File: src/rtl/clkctl_i2c_pkg.sv
package clkctl_i2c_pkg;

  typedef enum logic [2:0] {
    PH_IDLE   = 3'd0,
    PH_RX     = 3'd1,
    PH_RX_ACK = 3'd2,
    PH_TX     = 3'd3,
    PH_TX_ACK = 3'd4
  } phase_t;

  localparam logic [7:0] FILL_BYTE = 8'hFF;

  // Position of a received byte inside a write transfer.
  localparam logic [1:0] SLOT_ADDR  = 2'd0;
  localparam logic [1:0] SLOT_DATA  = 2'd3;

  function automatic logic addr_match(input logic [7:0] rx, input logic [6:0] dev);
    return rx[7:1] == dev;
  endfunction

  function automatic logic [1:0] next_slot(input logic [1:0] slot);
    return (slot == SLOT_DATA) ? slot : slot + 2'd1;
  endfunction

endpackage

File: src/rtl/clkctl_line_sync.sv
module clkctl_line_sync #(
  parameter int STAGES = 2
) (
  input  logic clk,
  input  logic rst_n,
  input  logic scl_i,
  input  logic sda_i,
  output logic scl_s,
  output logic sda_s,
  output logic scl_rise,
  output logic scl_fall,
  output logic start_evt,
  output logic stop_evt
);

  logic [STAGES-1:0] scl_pipe;
  logic [STAGES-1:0] sda_pipe;
  logic              scl_d;
  logic              sda_d;

  generate
    if (STAGES == 1) begin : g_single
      always_ff @(posedge clk or negedge rst_n) begin
        if (!rst_n) begin
          scl_pipe <= '1;
          sda_pipe <= '1;
        end else begin
          scl_pipe <= scl_i;
          sda_pipe <= sda_i;
        end
      end
    end else begin : g_chain
      always_ff @(posedge clk or negedge rst_n) begin
        if (!rst_n) begin
          scl_pipe <= '1;
          sda_pipe <= '1;
        end else begin
          scl_pipe <= {scl_pipe[STAGES-2:0], scl_i};
          sda_pipe <= {sda_pipe[STAGES-2:0], sda_i};
        end
      end
    end
  endgenerate

  always_ff @(posedge clk or negedge rst_n) begin
    if (!rst_n) begin
      scl_d <= 1'b1;
      sda_d <= 1'b1;
    end else begin
      scl_d <= scl_s;
      sda_d <= sda_s;
    end
  end

  assign scl_s     = scl_pipe[STAGES-1];
  assign sda_s     = sda_pipe[STAGES-1];
  assign scl_rise  = scl_s & ~scl_d;
  assign scl_fall  = ~scl_s & scl_d;
  // Data edges qualified by SCL high on both sampled cycles.
  assign start_evt = scl_s & scl_d & sda_d & ~sda_s;
  assign stop_evt  = scl_s & scl_d & ~sda_d & sda_s;

endmodule

File: src/rtl/clkctl_reg_bank.sv
module clkctl_reg_bank #(
  parameter int                    NUM_REGS = 8,
  parameter int                    PTR_W    = 4,
  parameter logic [NUM_REGS*8-1:0] DEFAULTS = '0
) (
  input  logic                  clk,
  input  logic                  rst_n,
  input  logic                  wr_en,
  input  logic [PTR_W-1:0]      wr_idx,
  input  logic [7:0]            wr_data,
  input  logic [PTR_W-1:0]      rd_idx,
  output logic [7:0]            rd_data,
  output logic [NUM_REGS*8-1:0] regs_o
);
  import clkctl_i2c_pkg::*;

  logic [7:0] bank [NUM_REGS];

  generate
    for (genvar g = 0; g < NUM_REGS; g++) begin : g_reg
      always_ff @(posedge clk or negedge rst_n) begin
        if (!rst_n) begin
          bank[g] <= DEFAULTS[g*8 +: 8];
        end else if (wr_en && (wr_idx == PTR_W'(g))) begin
          bank[g] <= wr_data;
        end
      end
      assign regs_o[g*8 +: 8] = bank[g];
    end
  endgenerate

  // Out-of-range reads return the fill pattern.
  always_comb begin
    rd_data = FILL_BYTE;
    for (int i = 0; i < NUM_REGS; i++) begin
      if (rd_idx == PTR_W'(i)) rd_data = bank[i];
    end
  end

endmodule

File: src/rtl/clkctl_xfer_fsm.sv
module clkctl_xfer_fsm #(
  parameter int         NUM_REGS = 8,
  parameter int         PTR_W    = 4,
  parameter logic [6:0] DEV_ADDR = 7'h69
) (
  input  logic                  clk,
  input  logic                  rst_n,
  input  logic                  sda_s,
  input  logic                  scl_rise,
  input  logic                  scl_fall,
  input  logic                  start_evt,
  input  logic                  stop_evt,
  input  logic [7:0]            rd_data,
  output logic                  sda_pull,
  output logic                  wr_en,
  output logic [PTR_W-1:0]      wr_ptr,
  output logic [7:0]            wr_data,
  output logic [PTR_W-1:0]      rd_ptr,
  output logic                  byte_done,
  output logic                  addr_phase,
  output logic                  addr_hit,
  output logic                  master_nack,
  output clkctl_i2c_pkg::phase_t phase_o
);
  import clkctl_i2c_pkg::*;

  localparam logic [PTR_W-1:0] PTR_END = PTR_W'(NUM_REGS);

  phase_t           phase;
  logic [7:0]       shreg;
  logic [3:0]       bitcnt;
  logic [1:0]       slot;
  logic             read_mode;
  logic [PTR_W-1:0] wptr;
  logic [PTR_W-1:0] rptr;
  logic             mack;
  logic             ack_now;

  function automatic logic [PTR_W-1:0] ptr_step(input logic [PTR_W-1:0] p);
    return (p == PTR_END) ? p : p + PTR_W'(1);
  endfunction

  assign byte_done   = (phase == PH_RX) && scl_fall && (bitcnt == 4'd8);
  assign addr_phase  = (slot == SLOT_ADDR);
  assign addr_hit    = addr_match(shreg, DEV_ADDR);
  assign ack_now     = addr_phase ? addr_hit : 1'b1;
  assign wr_en       = byte_done && (slot == SLOT_DATA) && (wptr < PTR_END);
  assign wr_ptr      = wptr;
  assign wr_data     = shreg;
  assign rd_ptr      = rptr;
  assign master_nack = (phase == PH_TX_ACK) && scl_fall && !mack;
  assign phase_o     = phase;

  always_ff @(posedge clk or negedge rst_n) begin
    if (!rst_n) begin
      phase     <= PH_IDLE;
      shreg     <= '0;
      bitcnt    <= '0;
      slot      <= SLOT_ADDR;
      read_mode <= 1'b0;
      wptr      <= '0;
      rptr      <= '0;
      sda_pull  <= 1'b0;
      mack      <= 1'b0;
    end else if (start_evt) begin
      phase     <= PH_RX;
      bitcnt    <= '0;
      slot      <= SLOT_ADDR;
      read_mode <= 1'b0;
      wptr      <= '0;
      rptr      <= '0;
      sda_pull  <= 1'b0;
    end else if (stop_evt) begin
      phase    <= PH_IDLE;
      sda_pull <= 1'b0;
    end else begin
      case (phase)
        PH_RX: begin
          if (scl_rise && (bitcnt != 4'd8)) begin
            shreg  <= {shreg[6:0], sda_s};
            bitcnt <= bitcnt + 4'd1;
          end
          if (byte_done) begin
            if (ack_now) begin
              sda_pull <= 1'b1;
              phase    <= PH_RX_ACK;
              if (addr_phase) read_mode <= shreg[0];
              if (slot == SLOT_DATA) wptr <= ptr_step(wptr);
            end else begin
              phase <= PH_IDLE;
            end
          end
        end
        PH_RX_ACK: begin
          if (scl_fall) begin
            bitcnt <= '0;
            if (read_mode) begin
              phase    <= PH_TX;
              shreg    <= rd_data;
              sda_pull <= ~rd_data[7];
            end else begin
              phase    <= PH_RX;
              sda_pull <= 1'b0;
              slot     <= next_slot(slot);
            end
          end
        end
        PH_TX: begin
          if (scl_fall) begin
            if (bitcnt == 4'd7) begin
              sda_pull <= 1'b0;
              phase    <= PH_TX_ACK;
              rptr     <= ptr_step(rptr);
            end else begin
              shreg    <= {shreg[6:0], 1'b0};
              sda_pull <= ~shreg[6];
              bitcnt   <= bitcnt + 4'd1;
            end
          end
        end
        PH_TX_ACK: begin
          if (scl_rise) mack <= ~sda_s;
          if (scl_fall) begin
            if (mack) begin
              phase    <= PH_TX;
              shreg    <= rd_data;
              sda_pull <= ~rd_data[7];
              bitcnt   <= '0;
            end else begin
              phase <= PH_IDLE;
            end
          end
        end
        default: begin
          phase <= PH_IDLE;
        end
      endcase
    end
  end

endmodule

File: src/rtl/clkctl_i2c_slave.sv
module clkctl_i2c_slave #(
  parameter int                    NUM_REGS    = 8,
  parameter int                    SYNC_STAGES = 2,
  parameter logic [6:0]            DEV_ADDR    = 7'h69,
  parameter logic [NUM_REGS*8-1:0] DEFAULTS    = 64'h00FF_FF7F_3C0F_FF02
) (
  input  logic                  clk,
  input  logic                  rst_n,
  input  logic                  scl_i,
  input  logic                  sda_i,
  output logic                  sda_pull_o,
  output logic [NUM_REGS*8-1:0] regs_o
);
  import clkctl_i2c_pkg::*;

  localparam int PTR_W = $clog2(NUM_REGS + 1);

  logic             scl_s;
  logic             sda_s;
  logic             scl_rise;
  logic             scl_fall;
  logic             start_evt;
  logic             stop_evt;
  logic             wr_en;
  logic [PTR_W-1:0] wr_ptr;
  logic [7:0]       wr_data;
  logic [PTR_W-1:0] rd_ptr;
  logic [7:0]       rd_data;
  logic             byte_done;
  logic             addr_phase;
  logic             addr_hit;
  logic             master_nack;
  phase_t           phase;

  clkctl_line_sync #(.STAGES(SYNC_STAGES)) u_sync (
    .clk       (clk),
    .rst_n     (rst_n),
    .scl_i     (scl_i),
    .sda_i     (sda_i),
    .scl_s     (scl_s),
    .sda_s     (sda_s),
    .scl_rise  (scl_rise),
    .scl_fall  (scl_fall),
    .start_evt (start_evt),
    .stop_evt  (stop_evt)
  );

  clkctl_xfer_fsm #(
    .NUM_REGS (NUM_REGS),
    .PTR_W    (PTR_W),
    .DEV_ADDR (DEV_ADDR)
  ) u_fsm (
    .clk         (clk),
    .rst_n       (rst_n),
    .sda_s       (sda_s),
    .scl_rise    (scl_rise),
    .scl_fall    (scl_fall),
    .start_evt   (start_evt),
    .stop_evt    (stop_evt),
    .rd_data     (rd_data),
    .sda_pull    (sda_pull_o),
    .wr_en       (wr_en),
    .wr_ptr      (wr_ptr),
    .wr_data     (wr_data),
    .rd_ptr      (rd_ptr),
    .byte_done   (byte_done),
    .addr_phase  (addr_phase),
    .addr_hit    (addr_hit),
    .master_nack (master_nack),
    .phase_o     (phase)
  );

  clkctl_reg_bank #(
    .NUM_REGS (NUM_REGS),
    .PTR_W    (PTR_W),
    .DEFAULTS (DEFAULTS)
  ) u_bank (
    .clk     (clk),
    .rst_n   (rst_n),
    .wr_en   (wr_en),
    .wr_idx  (wr_ptr),
    .wr_data (wr_data),
    .rd_idx  (rd_ptr),
    .rd_data (rd_data),
    .regs_o  (regs_o)
  );

endmodule

File: config.mk
export PLATFORM = sky130hd
export DESIGN_NAME = clkctl_i2c_slave
export DESIGN_NICKNAME = d
export VERILOG_FILES = /design/src/rtl/clkctl_i2c_pkg.sv /design/src/rtl/clkctl_line_sync.sv /design/src/rtl/clkctl_reg_bank.sv /design/src/rtl/clkctl_xfer_fsm.sv /design/src/rtl/clkctl_i2c_slave.sv
export SDC_FILE = /design/constraint.sdc
export NUM_CORES = 1
export LEC_CHECK = 0
export CAP_MARGIN = 10
export CELL_PAD_IN_SITES_DETAIL_PLACEMENT = 0
export CELL_PAD_IN_SITES_GLOBAL_PLACEMENT = 1
export CORE_UTILIZATION = 49
export DETAILED_ROUTE_END_ITERATION = 7
export PLACE_DENSITY = 0.95
export SYNTH_ARGS = -nofsm -noshare
export SYNTH_HDL_FRONTEND = slang
export SYNTH_SLANG_ARGS = --single-unit
File: constraint.sdc
create_clock -name clk -period 4.3 [get_ports clk]
set_input_delay 0.645 -clock clk [delete_from_list [all_inputs] [get_ports clk]]
set_output_delay 0.645 -clock clk [all_outputs]
set_load 0.01 [all_outputs]
==> results_dict.tcl <==
set metrics [dict create \
    status "finished clean" \
    clk_pin_slew_worst_paths_ns 0.07 \
    antenna_found_initial 0 \
    grt_pass1_wl_mm 21.1 \
    hold_violations 0 \
    swShare 0.298 \
    drc 0 \
    synth_area_leaders "dfrtp_1 (23%), dfstp_2 (22%), mux2_4 (17%)" \
    synthFlopType "dfrtp_1" \
    setup-tns-final_ns 0 \
    crit_arrival_ns 3.17 \
    ant_nets 0 \
    layout_worst_path_cycle_share 0.673 \
    start_util 0.508 \
    end_kind "register" \
    ys_ff_latch 98 \
    dieArea_um2 11800 \
    tritoncts "built" \
    seq_area_frac_synth 0.450 \
    cts-hold-fix-buffers 0 \
    min_to "u_sync.sda_pipe[1]" \
    yosys_warnings 0 \
    maxCapViolCount 0 \
    clock_path_buffers 2 \
    gr-usage-all-layers 0.237 \
    post_cts_buffers 0 \
    die_y_um 109 \
    ir_drop_uv 312 \
    cts.sinks 98 \
    grt_pass1_vias 3982 \
    crit_path_start_kind "register" \
    crit_type "reg -> reg" \
    finalNetCount 538 \
    ios 69 \
    total_power_w 0.00234 \
    core_um2 11000 \
    num_vias 3869 \
    grt_setup_unrepaired "false" \
    worst_pin_slew_ns 1.16 \
    max_freq_mhz 346 \
    utilization 0.603 \
    p_leak_nw 2.84 \
    worstReg2RegEnd "u_fsm.wr_data[3]" \
    synth_cells 472 \
    gr-total-overflow 0 \
    port_buffers 68 \
    layout_min_cycle_time_ns 2.89 \
    core.rowCount 38 \
    cp_data_required_time_ns 4.58 \
    drive_gt1_frac 0.309 \
    diodes 0 \
    cp_max_fo 20 \
    hp-class "reg -> reg" \
    yosysUniqueCellTypes 61 \
    pwr-share-clk 0.385 \
    pre_cts_ws_ns 1.48 \
    setup_violations 0 \
    final_max_slew_viol_count 0 \
    cts-root-buf "clkbuf_16" \
    htree_levels 3 \
    vias_per_cell 5.80 \
    internal_power_w 0.00165 \
    slew_headroom 0.216 \
    drt-pass1-iter-count 4 \
    worstHoldStart "u_sync.sda_pipe[0]" \
    fin_ws_ns 1.41 \
    p_switching_w 0.000698 \
    cts-resized-gates 0 \
    post_drt_wl_per_cell_um 19.3 \
    synthToLayoutAreaGrowth_pct 18.9 \
    cts_inserted_buffers 9 \
    place.gp.congestion 0.898 \
    comb_power_share 0.124 \
    place_hpwl_mm 9.04 \
    synth_top_area_frac 0.233 \
    power_density_nw_per_um2 354 \
    dieWidth_um 109 \
    grt_start_max_net_pins 78 \
    pwr-share-seq 0.491 \
    r2r_cells 7 \
    syn_nets 488 \
    async_flop_share 1.00 \
    finalClockSkew_ns 0.0109 \
    routed_wl_mm 12.9 \
    hold_path_depth 0 \
    drt_iter0_drc 187 \
    synth_edf_count 0 \
    insertion_delay_ns 0.35 \
    syn-cell-area_um2 5580 \
    reg2reg_slack_ns 1.41 \
    syn_area_per_cell_um2 11.8 \
    regToRegStartpoint "u_fsm.rd_ptr[1]" \
    synth_top_cell_by_area "dfrtp_1" \
]
[layout by cell type, fill, tap and decap left out, types with 12 or more instances in the layout]
cell and instances:
clkdlybuf4s50_1 67, mux2_4 64, dfrtp_1 52, dfstp_2 46, a21oi_1 34, nand2b_1 28
nand2_1 28, nor2_1 19, o21ai_0 17, or3b_2 14, inv_1 12, ha_1 12
[kinds of logic after synthesis]
family,Yosys count,synth area share
XOR/XNOR,4,0.00628
AO/OA/AOI/OAI,90,0.108
buffers and inverters,42,0.0341
flip-flops,98,0.450
multiplexers,69,0.182
AND/OR/NAND/NOR,157,0.193
adder cells (fa/ha/maj),12,0.0269
[cell type report]
class / count / area, µm²
inverter: 12 / 45.0
clock inverter: 6 / 96.3
tap: 140 / 175
sequential: 98 / 2510
fill: 857 / 4360
clock buffer: 10 / 239
multi-input combinational: 332 / 2880
timing repair buffer: 69 / 686
[state kept, by name (all words and copies together) (netlist names), 2 cells and up]
| signal | flops |
|---|---|
| u_bank.regs_o | 64 |
| u_fsm.bitcnt | 4 |
| u_fsm.phase_o | 3 |
| u_fsm.rd_ptr | 4 |
| u_fsm.slot | 2 |
| u_fsm.wr_data | 8 |
| u_fsm.wr_ptr | 4 |
| u_sync.scl_pipe | 2 |
| u_sync.sda_pipe | 2 |
[routing by layer]
layer | up-vias | part of all wire | GRT usage
met5 | - | 0 | 0
met4 | 0 | 0.034 | 0.105
met3 | 29 | 0.043 | 0.0442
met2 | 125 | 0.49 | 0.395
met1 | 1927 | 0.43 | 0.301
li1 | 1788 | - | -
[worst max path at each step]
stage | start | to | depth (start not counted) | slack (ns)
2_1_floorplan | u_fsm.rd_ptr[0] | u_fsm.wr_data[6] | 8 | 2.28
5_1_grt | u_fsm.rd_ptr[1] | u_fsm.wr_data[3] | 7 | 1.16
6_report | u_fsm.rd_ptr[1] | u_fsm.wr_data[3] | 7 | 1.41
3_3_place_gp | u_fsm.rd_ptr[1] | u_fsm.wr_data[2] | 7 | 1.68
4_1_cts | u_fsm.rd_ptr[1] | u_fsm.wr_data[3] | 7 | 1.47
3_5_place_dp | u_fsm.rd_ptr[1] | u_fsm.wr_data[3] | 7 | 1.48
[worst max-delay path: stages, from the launching register on]
cell and delay (ns):
dfrtp_1 0.41, inv_1 0.12, ha_1 0.58, nor4bb_1 1.06, nand2_1 0.16, o21ai_0 0.15, o221ai_1 0.15, a31oi_1 0.19
[metrics by stage]
step                cell area, µm²  hold slack (ns)  instances
floorplan                     5580            0.345        472
global placement              6290            0.346        651
detailed placement            6290            0.347        651
CTS                           6630            0.358        667
global route                  6630            0.365        667
finish                        6630            0.356        667
[cell usage after synthesis, drive strengths merged, types with 11 or more instances]
cell type,n
dfrtp,52
nand2,37
inv,12
ha,12
buf,11
clkbuf,19
mux2,65
nand2b,29
o21ai,18
dfstp,46
a21oi,36
nor2,19
or3b,15
[power groups by stage]
stage | Combinational (W) | Sequential (W) | Clock (W)
final | 0.000290 | 0.00115 | 0.000903
after global routing | 0.000327 | 0.00116 | 0.000956
after CTS | 0.000289 | 0.00115 | 0.000916
after detailed placement | 0.000288 | 0.00116 | 0
after global placement | 0.000276 | 0.00116 | 0
after floorplan | 0.000311 | 0.00103 | 0
(Power assumes the default switching activity.)
